**src/rtl/stack_seq_pkg.sv**
```systemverilog
package stack_seq_pkg;

  typedef enum logic [1:0] {ST_IDLE, ST_T0, ST_T1, ST_T2} seq_state_t;
  typedef enum logic [1:0] {OP_IRQ, OP_CALL, OP_RET} seq_op_t;

  typedef struct packed {
    logic mbrFromPc;
    logic marFromSp;
    logic pcFromVec;
    logic pcFromTgt;
    logic pcFromMem;
    logic spInc;
    logic spDec;
    logic memWr;
    logic memRd;
  } seq_strobe_t;

endpackage

```
**src/rtl/stack_seq_ctrl.sv**
```systemverilog
module stack_seq_ctrl
  import stack_seq_pkg::*;
(
  input  logic        clk,
  input  logic        rstN,
  input  logic        irqReq,
  input  logic        instrDone,
  input  logic        intEnable,
  input  logic        callStart,
  input  logic        retStart,
  output seq_strobe_t strb,
  output logic        loadTarget,
  output logic        busy,
  output logic        done,
  output logic        intDisabled
);

  seq_state_t state;
  seq_op_t    opQ;
  seq_op_t    opSel;
  logic       irqOk;
  logic       go;
  logic       isPush;

  // Acceptance only in idle; fixed priority irq > call > ret
  always_comb begin
    irqOk = irqReq && instrDone && !intDisabled;
    go    = (state == ST_IDLE) && (irqOk || callStart || retStart);
    if (irqOk)          opSel = OP_IRQ;
    else if (callStart) opSel = OP_CALL;
    else                opSel = OP_RET;
    loadTarget = go && (opSel == OP_CALL);
  end

  always_ff @(posedge clk or negedge rstN) begin
    if (!rstN) begin
      state       <= ST_IDLE;
      opQ         <= OP_RET;
      done        <= 1'b0;
      intDisabled <= 1'b0;
    end else begin
      done <= (state == ST_T2);
      case (state)
        ST_IDLE: if (go) begin
          state <= ST_T0;
          opQ   <= opSel;
        end
        ST_T0:   state <= ST_T1;
        ST_T1:   state <= ST_T2;
        default: state <= ST_IDLE;
      endcase
      if (go && opSel == OP_IRQ) intDisabled <= 1'b1;
      else if (intEnable)        intDisabled <= 1'b0;
    end
  end

  assign busy   = (state != ST_IDLE);
  assign isPush = (opQ != OP_RET);

  // Microstep strobes per state and operation
  always_comb begin
    strb = '0;
    case (state)
      ST_T0: begin
        strb.mbrFromPc = isPush;
        strb.spInc     = !isPush;
      end
      ST_T1: begin
        strb.marFromSp = 1'b1;
        strb.pcFromVec = (opQ == OP_IRQ);
        strb.pcFromTgt = (opQ == OP_CALL);
      end
      ST_T2: begin
        strb.memWr     = isPush;
        strb.spDec     = isPush;
        strb.memRd     = !isPush;
        strb.pcFromMem = !isPush;
      end
      default: strb = '0;
    endcase
  end

endmodule

```
**src/rtl/stack_seq_dp.sv**
```systemverilog
module stack_seq_dp
  import stack_seq_pkg::*;
#(
  parameter int              AW       = 8,
  parameter logic [AW-1:0]   SP_TOP   = '1,
  parameter logic [AW-1:0]   ISR_ADDR = '0,
  parameter logic [AW-1:0]   RESET_PC = '0
) (
  input  logic          clk,
  input  logic          rstN,
  input  seq_strobe_t   strb,
  input  logic          loadTarget,
  input  logic [AW-1:0] callTarget,
  input  logic [AW-1:0] memRdData,
  output logic [AW-1:0] pc,
  output logic [AW-1:0] sp,
  output logic [AW-1:0] mar,
  output logic [AW-1:0] mbr
);

  localparam logic [AW-1:0] ONE = AW'(1);

  logic [AW-1:0] targetQ;

  always_ff @(posedge clk or negedge rstN) begin
    if (!rstN) begin
      pc      <= RESET_PC;
      sp      <= SP_TOP;
      mar     <= '0;
      mbr     <= '0;
      targetQ <= '0;
    end else begin
      if (loadTarget)     targetQ <= callTarget;
      if (strb.mbrFromPc) mbr <= pc;
      if (strb.marFromSp) mar <= sp;
      if (strb.spInc)     sp  <= sp + ONE;
      else if (strb.spDec) sp <= sp - ONE;
      if (strb.pcFromVec)      pc <= ISR_ADDR;
      else if (strb.pcFromTgt) pc <= targetQ;
      else if (strb.pcFromMem) pc <= memRdData;
    end
  end

endmodule

```
**src/rtl/stack_seq.sv**
```systemverilog
module stack_seq
  import stack_seq_pkg::*;
#(
  parameter int            AW       = 8,
  parameter logic [AW-1:0] SP_TOP   = 8'hF0,
  parameter logic [AW-1:0] ISR_ADDR = 8'h40,
  parameter logic [AW-1:0] RESET_PC = 8'h10
) (
  input  logic          clk,
  input  logic          rstN,
  input  logic          irqReq,
  input  logic          instrDone,
  input  logic          intEnable,
  input  logic          callStart,
  input  logic [AW-1:0] callTarget,
  input  logic          retStart,
  input  logic [AW-1:0] memRdData,
  output logic [AW-1:0] memAddr,
  output logic [AW-1:0] memWrData,
  output logic          memWe,
  output logic          memRe,
  output logic [AW-1:0] pcOut,
  output logic [AW-1:0] spOut,
  output logic          intDisabled,
  output logic          busy,
  output logic          done
);

  seq_strobe_t strb;
  logic        loadTarget;

  stack_seq_ctrl u_ctrl (
    .clk(clk), .rstN(rstN), .irqReq(irqReq), .instrDone(instrDone),
    .intEnable(intEnable), .callStart(callStart), .retStart(retStart),
    .strb(strb), .loadTarget(loadTarget), .busy(busy), .done(done),
    .intDisabled(intDisabled)
  );

  stack_seq_dp #(.AW(AW), .SP_TOP(SP_TOP), .ISR_ADDR(ISR_ADDR), .RESET_PC(RESET_PC)) u_dp (
    .clk(clk), .rstN(rstN), .strb(strb), .loadTarget(loadTarget),
    .callTarget(callTarget), .memRdData(memRdData),
    .pc(pcOut), .sp(spOut), .mar(memAddr), .mbr(memWrData)
  );

  assign memWe = strb.memWr;
  assign memRe = strb.memRd;

endmodule

```
**config.mk**
```make
export PLATFORM = sky130hd
export DESIGN_NAME = stack_seq
export DESIGN_NICKNAME = d
export VERILOG_FILES = /design/src/rtl/stack_seq_pkg.sv /design/src/rtl/stack_seq_ctrl.sv /design/src/rtl/stack_seq_dp.sv /design/src/rtl/stack_seq.sv
export SDC_FILE = /design/constraint.sdc
export NUM_CORES = 1
export LEC_CHECK = 0
export CAP_MARGIN = 40
export CELL_PAD_IN_SITES_DETAIL_PLACEMENT = 0
export CELL_PAD_IN_SITES_GLOBAL_PLACEMENT = 1
export CORE_MARGIN = 3
export CORE_UTILIZATION = 34
export DETAILED_ROUTE_END_ITERATION = 16
export GPL_TIMING_DRIVEN = 0
export PLACE_DENSITY = 0.81
export SYNTH_ARGS = -nofsm -noshare
export SYNTH_HDL_FRONTEND = slang
export SYNTH_HIERARCHICAL = 1
export SYNTH_SLANG_ARGS = --single-unit
```
**constraint.sdc**
```tcl
create_clock -name clk -period 2.7 [get_ports clk]
set_clock_uncertainty 0.05 [all_clocks]
set_input_delay 0.405 -clock clk [delete_from_list [all_inputs] [get_ports clk]]
set_output_delay 0.405 -clock clk [all_outputs]
set_load 0.005 [all_outputs]
```
# [Yosys cells after proc, flatten, opt, wreduce, memory -nomap -nowiden]
# Cells that the tools add are included.
[word_totals] ff_bits=46 elab_cells=51
[op_classes] add_sub_neg=2 n_eq_ne=7 muxes=16 n_reduce_logical=17
[op_table] operator="two-way mux 8 bit" count=5
[op_table] operator="adder 8 x 1 -> 8 bit (second input constant)" count=1
[op_table] operator="subtractor 8 x 1 -> 8 bit (second input constant)" count=1
[op_table] operator="equality test 2 x 1 -> 1 bit (second input constant)" count=3
[op_table] operator="zero test 2 bit" count=3
[op_table] operator="two-way mux 2 bit" count=3
[op_table] operator="two-way mux 3 bit" count=2
[op_table] operator="case mux 2 bit (3 select lines)" count=1
[op_table] operator="nonzero test 2 bit" count=3
[op_table] operator="logical AND 1 bit" count=5
[op_table] operator="two-way mux 1 bit" count=5
[op_table] operator="equality test 2 bit (second input constant)" count=2
[op_table] operator="nonzero test 3 bit" count=1
[op_table] operator="zero test 1 bit" count=2
[op_table] operator="logical OR 1 bit" count=2
[op_table] operator="inequality test 2 x 1 -> 1 bit (second input constant)" count=1
[op_table] operator="inequality test 2 bit (second input constant)" count=1
[op_table] operator="AND reduction 2 bit" count=1

# [Logic depth before layout (Yosys ltp)]
[logic_depth] depth_word=7 depth_mapped=10 mapped_depth_nobuf=10

# [Modules after synthesis]
# Netlist, hierarchy kept.
[modules_own_cells] module="stack_seq_dp" n_inst=1 cells_each=162 area_each_um2=1950.6 seq_area_each_um2=1007.2
[modules_own_cells] module="stack_seq_ctrl" n_inst=1 cells_each=39 area_each_um2=396.6 seq_area_each_um2=151.4

# [Least setup slack after synthesis]
# OpenSTA, ideal clock, no wires.
[synth_timing] kind="register to register" from="register u_ctrl.state[1]" to="register u_dp.sp[6]" setup_ns=0.065 t_arrival_ns=2.479 required_ns=2.585 slack_ns=0.106 stages_incl_launch_ff=11 n_path_buf=0 synth_period_minus_slack_ns=2.594 cell_sequence="dfrtp_1 -> inv_1 -> ha_1 -> inv_1 -> nor2_1 -> inv_1 -> fa_1 -> a21o_1 -> a31o_1 -> a2111oi_0 -> nand3b_1"
[synth_rtl] item="start: declaration" line="stack_seq_ctrl.sv:18" rtl="seq_state_t state;"
[synth_rtl] item="start signal: assignment" line="stack_seq_ctrl.sv:37" rtl="state <= ST_IDLE;"
[synth_rtl] item="start signal: assignment" line="stack_seq_ctrl.sv:45" rtl="state <= ST_T0;"
[synth_rtl] item="start signal: assignment" line="stack_seq_ctrl.sv:48" rtl="ST_T0: state <= ST_T1;"
[synth_rtl] item="end signal: assignment" line="stack_seq_dp.sv:36" rtl="if (strb.spInc) sp <= sp + ONE;"
[synth_rtl] item="end signal: assignment" line="stack_seq_dp.sv:37" rtl="else if (strb.spDec) sp <= sp - ONE;"
[synth_rtl] item="end: declaration" line="stack_seq_dp.sv:16" rtl="output logic [AW-1:0] sp,"

==> results.toml <==
[layout]
num-nets-final = 304
final_cells = 347
final_layout_size_suffix_gt1_share_pct = 21.9
diodes = 0
syn_to_final_growth_pct = 35.0
fin_area_um2 = 3170
fin_util_pct = 48.5

[yosys]
syn_inst = 201
ys_async_sr_fraction_pct = 100
yosysSeqAreaShare_pct = 49.4
synth_most_common_cell = "dfrtp_1"
synth_seq_cells = 46
synth_area_um2 = 2350
avgSynthCellArea_um2 = 11.7
synth_top_area_share_pct = 42.6
ys_dominant_reg_cell = "dfrtp_1"
synthTopCellsByCount = "40 x dfrtp_1, 26 x mux2_2, 18 x nor2_1"
yosysUniqueCellTypes = 48
synth.top_cells.by_area = "dfrtp_1 43%, mux2_2 12%, dfstp_2 6.7%"
ys_warn_count = 6
yosys.area.top_type = "dfrtp_1"
synth_edf_count = 0
synthesis.nets = 236

[outcome]
violations = "negative hold slack"
status = "finished, violations left"

[setup_path]
reg2reg_slack_ns = 0.22
critPathKind = "flop to flop"
critical_path_arrival_ns = 2.66
start_kind = "flop"
end_kind = "flop"
required_ns = 2.88
crit_path_max_fanout = 8
r2r-end = "u_dp/sp[6]$_DFFE_PN1P_"
r2r_start = "u_ctrl/state[1]$_DFFE_PN0P_"
reg2regPathDepth = 10

[timing]
rsz0062_at_grt = "no"
hold_violations = 14
fmax_mhz = 402
layout_min_cycle_time_ns = 2.48
fin_ws_ns = 0.215
fin_hold_ws_ns = -0.00864
fin_crit_sh_pct = 92.0
slew_violations = 0
finalSetupViolCount = 0
relSlewSlack_pct = 62.5
worst_pin_slew_ns = 0.562

[global_routing]
grt_pass1_wl_um = 8120
grtUsageTotal_pct = 13.1
grt_antenna_before_repair = 0
grt_pass1_vias = 1651
grt_overflow = 0
grt_max_degree = 30

[drt]
postRouteAntennaNets = 0
drtIter0Drc = 60
avgViaCountPerCell = 4.90
wl_per_cell_um = 13.8
drc_errors = 0
routed_wl_um = 4790
dr.pass1.iters = 4
vias = 1700

[cts]
numCtsBuffers = 5
clkLatencyLatePin_ns = 0.29
clockRootBuffer = "clkbuf_8"
ctsLongestPathBuffers = 2
ctsHtreeMaxLevel = 2
cts_tree = "built"
clk_pin_slew_worst_paths_ns = 0.09
cts_sinks = 46
holdBufCountCts = 0

[placement]
place_congestion = 0.736
hpwl_um = 3640
port_buffers = 59
dpl_cell_area_um2 = 3050
pre_cts_ws_ns = -0.204
dp.cells = 338

[run]
cap_violations = 0

[floorplanning]
num_rows = 29
die_h_um = 89.1
fp.dieW_um = 89.1
start_util_pct = 35.9
core_um2 = 6530
dieArea_um2 = 7940
num_io_pins = 60

[worst_hold_path]
hold_class = "input pin to async pin"

[power]
ir_drop_uv = 369
power_density_nw_per_um2 = 1160
leakage_nw = 1.35
[stage by stage]
stage | total power (W) | TNS [ns]
after floorplan | 0.00246 | 0
after global routing | 0.00402 | 0
after CTS | 0.00368 | 0
after global placement | 0.00319 | -6.64
after detailed placement | 0.00323 | -0.527
final | 0.00367 | 0
[routing by layer]
metal | vias up | share of wire [%] | track usage [%]
li1 | 851 | - | -
met1 | 812 | 46 | 18.0
met4 | 0 | 1.7 | 4.47
met3 | 7 | 3.4 | 2.30
met2 | 30 | 49 | 20.8
met5 | - | 0 | 0
[area by class of cell]
type	count	area, µm²
fillers	587	3360
flip-flops and latches	46	1160
multi-input cells	136	1120
repair buffers	61	613
well taps	77	96.3
clock buffers	6	72.6
plain buffers	10	53.8
inverters	9	36.3
clock inverters	2	13.8
[worst max-delay path by stage]
stage	from	endpoint	slack, ns	depth (start not counted)
finish	u_ctrl/state[1]$_DFFE_PN0P_	u_dp/sp[6]$_DFFE_PN1P_	0.22	10
global route	u_ctrl/state[1]$_DFFE_PN0P_	u_dp/sp[6]$_DFFE_PN1P_	0.02	10
CTS	u_ctrl/state[1]$_DFFE_PN0P_	u_dp/sp[6]$_DFFE_PN1P_	0.09	10
detailed placement	u_ctrl/state[1]$_DFFE_PN0P_	u_dp/sp[6]$_DFFE_PN1P_	-0.20	10
global placement	u_ctrl/state[1]$_DFFE_PN0P_	u_dp/sp[6]$_DFFE_PN1P_	-0.19	10
floorplan	u_ctrl/state[1]$_DFFE_PN0P_	u_dp/sp[6]$_DFFE_PN1P_	0.11	10
[timing repair]
| item | CTS | global route |
|---|---|---|
| gates cloned | 0 | 0 |
| pin swaps | 0 | 1 |
| endpoints found under the setup margin | 4 | 3 |
| setup buffers | 0 | 1 |
| resized for setup | 3 | 5 |
[layout by cell type, fill, tap and decap left out, drive strengths merged, types with 2 or more instances in the layout]
master,netlist,routed
clkdlybuf4s50,0,58
dfrtp,40,40
mux2,29,29
nor2,19,19
a21oi,13,13
ha,11,11
clkbuf,5,11
mux2i,9,9
inv,9,9
buf,5,8
dfstp,6,6
a21o,5,5
nand2,5,5
o21ai,4,4
nand2b,3,3
nand3b,3,3
xnor2,3,3
and3,3,3
a211oi,3,3
and3b,2,2
and2,2,2
o21bai,2,2
nor3,2,2
nand4,2,2
clkinv,0,2
o21a,2,2
a2111oi,2,2
[critical path, cell delays in order, from the launching register on]
cell and delay, ns:
dfrtp_2 0.44, inv_1 0.09, ha_1 0.16, inv_1 0.07, nor2_4 0.13, inv_4 0.08, fa_1 0.47, a21o_1 0.19
a31o_1 0.25, a2111oi_2 0.33, nand3b_1 0.15
[power breakdown]
part	total, W	switching [W]	internal, W
Sequential	0.00126	0.000223	0.00104
Combinational	0.00200	0.000867	0.00114
Clock	0.000407	0.000224	0.000183
[registers in the layout, indices dropped and copies added (netlist names)]
signal,flops
u_ctrl/done,1
u_dp/targetQ,8
u_ctrl/intDisabled,1
u_dp/mbr,8
u_dp/pc,8
u_dp/sp,8
u_ctrl/state,2
u_ctrl/opQ,2
u_dp/mar,8
[logic make-up after synthesis]
kind of cell	count (synthesis)	synth area share, %
muxes	38	18.1
DFF	46	49.4
buffers and inverters	19	3.73
and+or+nand+nor	47	10.6
xor gates and xnor gates	3	1.12
adders and majority gates	12	6.72
AOI/OAI and AO/OA	36	10.4
(Power assumes the default switching activity.)
